**src/rtl/cfg_crc_pkg.sv**
```systemverilog
// Package: shared constants and types for the configuration CRC monitor.
// Assumes a 32-bit MSB-first CRC with no reflection.
package cfg_crc_pkg;
    localparam int          CRC_W    = 32;
    localparam logic [31:0] CRC_POLY = 32'h04C1_1DB7;
    localparam logic [31:0] CRC_SEED = 32'hFFFF_FFFF;

    typedef enum logic [1:0] {
        ST_IDLE  = 2'd0,
        ST_SCAN  = 2'd1,
        ST_DRAIN = 2'd2,
        ST_FOLD  = 2'd3
    } scan_state_t;
endpackage

```
**src/rtl/crc_stepper.sv**
```systemverilog
// crc_stepper: combinational advance of the CRC register over IN_W input
// bits, MSB first, using the package generator. It assumes the caller
// registers the result. It holds no state.
module crc_stepper
    import cfg_crc_pkg::*;
#(
    parameter int IN_W = 8
) (
    input  logic [CRC_W-1:0] crc_in,
    input  logic [IN_W-1:0]  din,
    output logic [CRC_W-1:0] crc_out
);
    // Shift one bit at a time, feeding back the generator on a set MSB.
    always_comb begin
        logic [CRC_W-1:0] acc;
        logic             fb;
        acc = crc_in;
        for (int i = IN_W - 1; i >= 0; i--) begin
            fb  = acc[CRC_W-1] ^ din[i];
            acc = {acc[CRC_W-2:0], 1'b0};
            if (fb) begin
                acc = acc ^ CRC_POLY;
            end
        end
        crc_out = acc;
    end
endmodule

```
**src/rtl/scan_sequencer.sv**
```systemverilog
// scan_sequencer: walks the memory address space, one word per cycle, then
// spends one drain cycle for the last read to return and one fold cycle in
// which the reference is applied. It assumes a one-cycle read latency.
// Leaving user mode parks it at address 0, and a restart begins a new sweep.
module scan_sequencer
    import cfg_crc_pkg::*;
#(
    parameter int DEPTH  = 12,
    parameter int ADDR_W = $clog2(DEPTH)
) (
    input  logic              clk,
    input  logic              rst_n,
    input  logic              run,
    input  logic              restart,
    output logic [ADDR_W-1:0] addr,
    output logic              data_vld,
    output logic              fold,
    output logic              clr_crc
);
    localparam logic [ADDR_W-1:0] LAST_ADDR = ADDR_W'(DEPTH - 1);

    scan_state_t       state_q;
    logic [ADDR_W-1:0] addr_q;
    logic              dv_q;

    // Advance the sweep state, address and read-valid pipeline bit.
    always_ff @(posedge clk) begin
        if (!rst_n || !run) begin
            state_q <= ST_IDLE;
            addr_q  <= '0;
            dv_q    <= 1'b0;
        end else if (restart) begin
            state_q <= ST_SCAN;
            addr_q  <= '0;
            dv_q    <= 1'b0;
        end else begin
            case (state_q)
                ST_IDLE: begin
                    state_q <= ST_SCAN;
                    addr_q  <= '0;
                    dv_q    <= 1'b0;
                end
                ST_SCAN: begin
                    dv_q <= 1'b1;
                    if (addr_q == LAST_ADDR) begin
                        state_q <= ST_DRAIN;
                        addr_q  <= '0;
                    end else begin
                        addr_q <= addr_q + 1'b1;
                    end
                end
                ST_DRAIN: begin
                    dv_q    <= 1'b0;
                    state_q <= ST_FOLD;
                end
                default: begin
                    state_q <= ST_SCAN;
                    addr_q  <= '0;
                    dv_q    <= 1'b0;
                end
            endcase
        end
    end

    // Decode outputs; a restart or leaving user mode cancels the fold.
    always_comb begin
        addr     = addr_q;
        data_vld = dv_q;
        fold     = (state_q == ST_FOLD) && run && !restart;
        clr_crc  = fold || restart || !run || (state_q == ST_IDLE);
    end

    AST_ADDR_RANGE: assert property (@(posedge clk) disable iff (!rst_n)
        int'(addr_q) < DEPTH) else $error("address out of range");
    AST_IDLE_PARK: assert property (@(posedge clk) disable iff (!rst_n)
        !run |=> (addr_q == '0 && state_q == ST_IDLE)) else $error("scan while not in user mode");
    AST_RESTART_ZERO: assert property (@(posedge clk) disable iff (!rst_n)
        (run && restart) |=> (addr_q == '0 && state_q == ST_SCAN)) else $error("restart ignored");
    AST_FOLD_AFTER_DRAIN: assert property (@(posedge clk) disable iff (!rst_n)
        fold |-> $past(state_q) == ST_DRAIN) else $error("fold without drain");
endmodule

```
**src/rtl/ref_holder.sv**
```systemverilog
// ref_holder: the 32-bit reference register. The configuration loader
// captures it outside user mode, and the register port may overwrite it only
// in user mode. An accepted port write raises restart for the sequencer.
module ref_holder
    import cfg_crc_pkg::*;
(
    input  logic             clk,
    input  logic             rst_n,
    input  logic             user_mode,
    input  logic             cfg_vld,
    input  logic [CRC_W-1:0] cfg_data,
    input  logic             wr_en,
    input  logic [CRC_W-1:0] wr_data,
    output logic [CRC_W-1:0] ref_q,
    output logic             restart
);
    logic cfg_take;
    logic wr_take;

    // Qualify each write source by the device mode.
    always_comb begin
        cfg_take = cfg_vld && !user_mode;
        wr_take  = wr_en && user_mode;
        restart  = wr_take;
    end

    // Hold the reference; the port write wins when both are qualified.
    always_ff @(posedge clk) begin
        if (!rst_n) begin
            ref_q <= '0;
        end else if (wr_take) begin
            ref_q <= wr_data;
        end else if (cfg_take) begin
            ref_q <= cfg_data;
        end
    end

    AST_REF_LOCKED: assert property (@(posedge clk) disable iff (!rst_n)
        (!user_mode && !cfg_vld) |=> $stable(ref_q)) else $error("ref changed while locked");
    AST_CFG_IN_USER: assert property (@(posedge clk) disable iff (!rst_n)
        (user_mode && !wr_en) |=> $stable(ref_q)) else $error("capture in user mode");
    AST_WR_TAKES: assert property (@(posedge clk) disable iff (!rst_n)
        (user_mode && wr_en) |=> ref_q == $past(wr_data)) else $error("write lost");
endmodule

```
**src/rtl/cfg_crc_scrubber.sv**
```systemverilog
// cfg_crc_scrubber: top of the continuous configuration-memory CRC monitor.
// It assumes a synchronous memory read port with one cycle of latency.
// Each pass absorbs DEPTH words, folds in the reference and latches
// crc_error from the remainder, so a zero remainder means intact memory.
module cfg_crc_scrubber
    import cfg_crc_pkg::*;
#(
    parameter int DATA_W = 8,
    parameter int DEPTH  = 12,
    parameter int ADDR_W = $clog2(DEPTH)
) (
    input  logic              clk,
    input  logic              rst_n,
    input  logic              user_mode,
    output logic [ADDR_W-1:0] mem_addr,
    input  logic [DATA_W-1:0] mem_rdata,
    input  logic              cfg_ref_valid,
    input  logic [CRC_W-1:0]  cfg_ref_data,
    input  logic              reg_wr_en,
    input  logic [CRC_W-1:0]  reg_wr_data,
    output logic [CRC_W-1:0]  reg_rd_data,
    output logic              crc_error,
    output logic              pass_end
);
    logic [CRC_W-1:0] ref_val;
    logic             restart;
    logic             data_vld;
    logic             fold;
    logic             clr_crc;
    logic [CRC_W-1:0] crc_q;
    logic [CRC_W-1:0] crc_data_nxt;
    logic [CRC_W-1:0] residue;
    logic             err_q;
    logic             end_q;

    ref_holder u_ref (
        .clk       (clk),
        .rst_n     (rst_n),
        .user_mode (user_mode),
        .cfg_vld   (cfg_ref_valid),
        .cfg_data  (cfg_ref_data),
        .wr_en     (reg_wr_en),
        .wr_data   (reg_wr_data),
        .ref_q     (ref_val),
        .restart   (restart)
    );

    scan_sequencer #(
        .DEPTH  (DEPTH),
        .ADDR_W (ADDR_W)
    ) u_seq (
        .clk      (clk),
        .rst_n    (rst_n),
        .run      (user_mode),
        .restart  (restart),
        .addr     (mem_addr),
        .data_vld (data_vld),
        .fold     (fold),
        .clr_crc  (clr_crc)
    );

    crc_stepper #(.IN_W(DATA_W)) u_data_step (
        .crc_in  (crc_q),
        .din     (mem_rdata),
        .crc_out (crc_data_nxt)
    );

    crc_stepper #(.IN_W(CRC_W)) u_ref_fold (
        .crc_in  (crc_q),
        .din     (ref_val),
        .crc_out (residue)
    );

    // Running CRC: reseeded at pass boundaries, advanced on returned data.
    always_ff @(posedge clk) begin
        if (!rst_n || clr_crc) begin
            crc_q <= CRC_SEED;
        end else if (data_vld) begin
            crc_q <= crc_data_nxt;
        end
    end

    // Latch the pass verdict and the pass-end strobe at the fold cycle.
    always_ff @(posedge clk) begin
        if (!rst_n) begin
            err_q <= 1'b0;
            end_q <= 1'b0;
        end else begin
            end_q <= fold;
            if (fold) begin
                err_q <= (residue != '0);
            end
        end
    end

    assign reg_rd_data = ref_val;
    assign crc_error   = err_q;
    assign pass_end    = end_q;

    AST_ERR_ONLY_AT_END: assert property (@(posedge clk) disable iff (!rst_n)
        !$stable(err_q) |-> end_q) else $error("flag moved mid-pass");
    AST_NO_END_OFFLINE: assert property (@(posedge clk) disable iff (!rst_n)
        (!user_mode && !$past(user_mode)) |-> !end_q) else $error("pass end while offline");
    AST_END_ONE_CYCLE: assert property (@(posedge clk) disable iff (!rst_n)
        end_q |=> !end_q) else $error("pass end longer than a cycle");
endmodule

```
**config.mk**
```make
export PLATFORM = sky130hd
export DESIGN_NAME = cfg_crc_scrubber
export DESIGN_NICKNAME = d
export VERILOG_FILES = /design/src/rtl/cfg_crc_pkg.sv /design/src/rtl/crc_stepper.sv /design/src/rtl/scan_sequencer.sv /design/src/rtl/ref_holder.sv /design/src/rtl/cfg_crc_scrubber.sv
export SDC_FILE = /design/constraint.sdc
export NUM_CORES = 1
export LEC_CHECK = 0
export BUFFER_PORTS_ARGS = -buffer_cell sky130_fd_sc_hd__buf_4
export CAP_MARGIN = 40
export CORE_ASPECT_RATIO = 1.1
export CORE_MARGIN = 2
export CORE_UTILIZATION = 30
export DETAILED_ROUTE_END_ITERATION = 7
export SYNTH_ARGS = -nofsm -noshare
export SYNTH_HDL_FRONTEND = slang
export SYNTH_SLANG_ARGS = --single-unit
```
**constraint.sdc**
```tcl
create_clock -name clk -period 4.1 [get_ports clk]
set_input_delay 0.205 -clock clk [delete_from_list [all_inputs] [get_ports clk]]
set_output_delay 0.205 -clock clk [all_outputs]
set_load 0.02 [all_outputs]
```
Yosys cells after proc, flatten, opt, wreduce, memory -nomap -nowiden:

Cells that the tools add are included.

* register bits: 73
* bits in latches: 0
* bits in writable memories: 0
* bits in read-only memories: 0
* output and inout bits: 38
* logic and storage cells: 158
* memories kept: 0

* add/sub/neg operators: 1
* $mul: 0
* divide/modulo/power cells: 0
* $lt $le $gt $ge: 0
* equality and inequality tests: 6
* shifts and indexed selects: 0
* muxes and demuxes: 48
* bitwise operators: 79
* reduce and logical (&&, ||, !) cells: 16

Operators with widths (number)
* 27-bit 2-to-1 mux: 40
* 14-bit NOT: 39
* 32-bit 2-to-1 mux: 2
* 1-bit XOR: 40
* 32-bit nonzero test: 1
* 4-bit case mux with 2 select lines: 1
* 1-bit logical OR: 5
* 4-bit by 1-bit adder with 4-bit output (second input constant): 1
* 2-bit == test (second input constant): 2
* 4-bit == test (second input constant): 1
* 1-bit logical AND: 4
* 4-bit 2-to-1 mux: 1
* 2-bit case mux with 2 select lines: 1
* 1-bit logical NOT: 3
* 3-bit by 1-bit != test with 1-bit output (second input constant): 1
* 2-bit by 1-bit == test with 1-bit output (second input constant): 1
* 2-bit logical NOT: 1
* 1-bit 2-to-1 mux: 2
* 2-bit 2-to-1 mux: 1
* 2-bit by 1-bit != test with 1-bit output (second input constant): 1
* 2-bit nonzero test: 1
* 2-bit OR reduction: 1

Depth between registers and ports, before layout:

* depth in word-level cells: 65
* mapped depth: 11
* mapped depth without buffers: 11

Hierarchy:

Synthesis repeated with hierarchy kept, for this count alone.

* cells, all modules: 678
* area total of the unflattened synthesis: 7634.8 um^2

Modules (own cells, without submodules)
* crc_stepper (u_ref_fold): instances 1, cells each 256, area each 3080.5 um^2, sequential area each 0.0 um^2
* ref_holder: instances 1, cells each 189, area each 1875.5 um^2, sequential area each 640.6 um^2
* cfg_crc_scrubber: instances 1, cells each 121, area each 1272.5 um^2, sequential area each 680.7 um^2
* crc_stepper (u_data_step): instances 1, cells each 63, area each 989.7 um^2, sequential area each 0.0 um^2
* scan_sequencer: instances 1, cells each 49, area each 416.6 um^2, sequential area each 140.1 um^2

Worst setup path after synthesis:

OpenSTA, ideal clock, no wires.

* path type: reg-to-reg
* from: reg u_ref.ref_q[23]
* to: reg err_q (netlist: crc_error)
* setup time: 0.140 ns
* arrival: 3.717 ns
* slack: 0.243 ns
* stages on the path, launching flop included: 12
* clock period less this slack: 3.857 ns
* cells stage by stage: dfxtp_1 -> xnor2_1 -> xor3_1 -> xnor3_1 -> xnor2_1 -> xnor2_1 -> xnor2_2 -> xnor3_1 -> nor4b_2 -> o32ai_1 -> nor4_2 -> a41oi_1

* word-level cells in the longest chain between the ends: 38
* elaborated cells between the ends (all ways): 60
* classes of those cells: 24 x mux; 35 x bitwise; 1 x reduce/logical

RTL lines
* start, declared: RTL line ref_holder.sv:14 `output logic [CRC_W-1:0] ref_q,`
* start signal, assigned: RTL line ref_holder.sv:32 `ref_q <= wr_data;`
* start signal, assigned: RTL line ref_holder.sv:34 `ref_q <= cfg_data;`
* 1-bit XOR (*): RTL line crc_stepper.sv:19 `fb = acc[CRC_W-1] ^ din[i];`
* 27-bit 2-to-1 mux (*): RTL line crc_stepper.sv:21 `if (fb) begin`
* 14-bit NOT (no line)
* 27-bit 2-to-1 mux: RTL line crc_stepper.sv:21
* 14-bit NOT (no line)
* 27-bit 2-to-1 mux (2 in a row): RTL line crc_stepper.sv:21
* 14-bit NOT (no line)
* 27-bit 2-to-1 mux: RTL line crc_stepper.sv:21
* [... 13 more ...]
* 27-bit 2-to-1 mux (4 in a row): RTL line crc_stepper.sv:21
* 14-bit NOT (no line)
* 27-bit 2-to-1 mux (6 in a row): RTL line crc_stepper.sv:21
* 14-bit NOT (no line)
* 27-bit 2-to-1 mux: RTL line crc_stepper.sv:21
* 14-bit NOT (no line)
* 27-bit 2-to-1 mux: RTL line crc_stepper.sv:21
* 32-bit nonzero test (*): RTL line cfg_crc_scrubber.sv:91 `err_q <= (residue != '0);`
* end signal, assigned: RTL line cfg_crc_scrubber.sv:91
* end, declared: RTL line cfg_crc_scrubber.sv:33 `logic err_q;`

Mark *: on every way between the ends. The rest lies on a longest branch, timed or not.
A chain may end at the register's enable or synchronous reset.

Worst setup path after layout:

* from: reg crc_q[29]
* to: reg err_q (netlist: crc_error)

* word-level cells in the longest chain between the ends: 42
* elaborated cells between the ends (all ways): 78
* classes of those cells: 30 x mux; 47 x bitwise; 1 x reduce/logical

RTL lines
* start, declared: RTL line cfg_crc_scrubber.sv:30 `logic [CRC_W-1:0] crc_q;`
* start signal, assigned: RTL line cfg_crc_scrubber.sv:79 `crc_q <= crc_data_nxt;`
* 1-bit XOR (*): RTL line crc_stepper.sv:19
* 27-bit 2-to-1 mux (*): RTL line crc_stepper.sv:21
* 14-bit NOT (no line)
* 27-bit 2-to-1 mux: RTL line crc_stepper.sv:21
* 14-bit NOT (no line)
* 27-bit 2-to-1 mux (2 in a row): RTL line crc_stepper.sv:21
* 14-bit NOT (no line)
* 27-bit 2-to-1 mux: RTL line crc_stepper.sv:21
* [... 18 more ...]
* 27-bit 2-to-1 mux (6 in a row): RTL line crc_stepper.sv:21
* 14-bit NOT (no line)
* 27-bit 2-to-1 mux: RTL line crc_stepper.sv:21
* 14-bit NOT (no line)
* 27-bit 2-to-1 mux (3 in a row): RTL line crc_stepper.sv:21
* 14-bit NOT (no line)
* 27-bit 2-to-1 mux: RTL line crc_stepper.sv:21
* 32-bit nonzero test (*): RTL line cfg_crc_scrubber.sv:91

Marks and branches as above.

==> results.toml <==
[outcome]
run_status = "completed"

[floorplanning]
row_count = 58
io_pins = 115
core_sq_um = 22700
start_util = 0.304
die_h_um = 163
dieArea_sq_um = 24200
die_w_um = 149

[placement]
dpl.hpwl_um = 15900
portBuffers = 114
routabilityCongestion = 0.879

[final_layout]
final_util = 0.388
drive_above_1_share = 0.248
fillers = 2330
final_cell_mix = "xnor2_1, buf_4, nand2_1"
final_common_cell = "xnor2_1"
fin_nets = 957
area_delta_synth_final_pct = 28.0
antennaDiodeCount = 0

[timing]
tightest_slew_ns = 0.838
fmax_ghz = 0.255
finalSetupViolCount = 0
layout_worst_path_cycle_share = 0.958
clock_skew_ns = 0.0112
slew_violations = 0
fin_crit_ns = 3.93
hold_violations = 0
max_slew_margin = 0.438

[setup_path]
r2r_end = "crc_error"
critical_path_required_ns = 4.32
r2r-start = "crc_q[29]"
r2r_cells = 12
crit_fanout = 6
crit_type = "reg2reg"
rrSetupSlack_ns = 0.17
arrival_ns = 4.14
start_kind = "register"
cp-end-kind = "register"

[clock_tree]
cts.clk_slew.worst_paths_ns = 0.07
cts-root-buf = "clkbuf_16"
cts_hold_buf = 0
cts_made_buffers = 9
cts_max_path_buffers = 2
clock_sinks = 73
worstSkewPairLatency_ns = 0.35
cts_max_level = 3
tritoncts = "yes"

[synth]
synth_top_area_share = 0.255
ys_seq_area_frac = 0.212
synthTopCellsByArea = "xnor2_1, dfxtp_1, xnor3_1"
ys_ff_latch = 73
netlist_area_sq_um = 6890
syn-num-nets = 819
synth_area_per_cell_sq_um = 9.37
synth_cells = 736
synth_top_area_cell = "xnor2_1"
ys_types = 44
ys_warn_count = 0

[global_route]
grt_max_degree = 45
grt_pass1_wl_um = 30500
grt_overflow = 0
antenna_found_initial = 0
grt_use_total = 0.163
grt_pass1_vias = 5514

[hold_path]
hold_class = "in2reg"
worstHoldStart = "cfg_ref_data[6]"
holdPathEnd = "u_ref.ref_q[6]"
hold_depth = 2

[routing]
antenna_left = 0
vias_per_cell = 4.66
drc = 0
vias = 5492
drtPass1Iterations = 4
wl_um = 19900
wl_per_cell_um = 16.8
drt_iter0_drc = 231

[flow_run]
drv_cap = 0
how the worst max path moves through the flow:
stage	start	to	slack, ns	cells past startpoint
after global routing	crc_q[29]	crc_error	-0.009	12
after global placement	crc_q[29]	crc_error	0.04	11
final	crc_q[29]	crc_error	0.17	12
after floorplan	u_ref.ref_q[23]	crc_error	0.24	11
after detailed placement	crc_q[29]	crc_error	-0.003	11
after CTS	crc_q[23]	crc_error	0.05	11
area by class of cell:
cell class	count	area (sq um)	area share
multi-input combinational	627	5420	0.615
timing repair buffer	158	1210	0.137
inverter	5	18.8	0.00213
clock buffer	9	225	0.0255
tap	300	375	0.0425
clock inverter	7	103	0.0116
sequential	73	1470	0.166
synth_stat cells (all sizes together):
library cell  number
o211a             33
o211ai             2
a211oi             1
a2bb2oi            1
xor3               6
nor2              16
nand3             66
mux2i              9
xnor3             37
a221oi             1
nand2            101
o21ai             32
or4                1
o22ai              1
buf                3
a2111oi            1
and3               4
nor4b              1
nor3b              4
a41oi              1
xor2              57
nor2b              1
nor3               7
o221ai             2
dfxtp             73
a21oi              6
nand3b             1
or3                2
nor4               2
and2               2
o32ai              1
xnor2            218
nand4              2
clkbuf            28
ha                 6
or2                1
inv                5
nand2b             1
per-stage QoR:
stage / hold WS [ns] / setup WS (ns) / TNS [ns] / instance area (sq um) / instances
5_1_grt: 0.0839 / -0.00948 / -0.00948 / 8820 / 1179
2_1_floorplan: 0.361 / 0.243 / 0 / 6890 / 736
6_report: 0.0925 / 0.171 / 0 / 8820 / 1179
4_1_cts: 0.0812 / 0.0530 / 0 / 8720 / 1179
3_3_place_gp: 0.446 / 0.0400 / 0 / 8340 / 1161
3_5_place_dp: 0.448 / -0.00292 / -0.00292 / 8380 / 1163
what timing repair did:
| action | CTS | global route |
|---|---|---|
| pin swaps | 0 | 2 |
| setup endpoints to repair | 1 | 1 |
| gates resized for setup | 1 | 16 |
| buffers inserted | 0 | 0 |
worst max-delay path: stages, from the launching register on:
cell and delay [ns]:
dfxtp_1 0.37, xnor2_4 0.39, xnor3_1 0.42, xnor3_1 0.42, xnor2_2 0.33, xnor3_1 0.55, buf_4 0.18, xor3_1 0.42
nor2_1 0.07, nor4b_2 0.24, o32ai_1 0.13, nor4_2 0.15, a41oi_1 0.13
cell families after synthesis:
logic type | synth area share
AO/OA/AOI/OAI | 0.0886
XOR/XNOR | 0.516
adder cells (fa/ha/maj) | 0.0109
buffers and inverters | 0.0196
flip-flops | 0.212
multiplexers | 0.0131
AND/OR/NAND/NOR | 0.140
state kept, by name, indices dropped and copies added, names as in the netlist:
name,flops
crc_q,32
pass_end,1
crc_error,1
u_ref.ref_q,32
u_seq.data_vld,1
u_seq.state_q,2
u_seq.addr,4
per-layer routing:
metal	part of all wire	vias up	track usage	wire length (um)
met5	0	-	0	0
met4	0.033	0	0.0667	661
met3	0.040	33	0.0314	802
met2	0.52	137	0.294	10300
met1	0.41	2564	0.190	8130
li1	-	2758	-	-
Power is not shown: default switching activity piles up to over one toggle a cycle in this logic, so the estimate is an artifact.
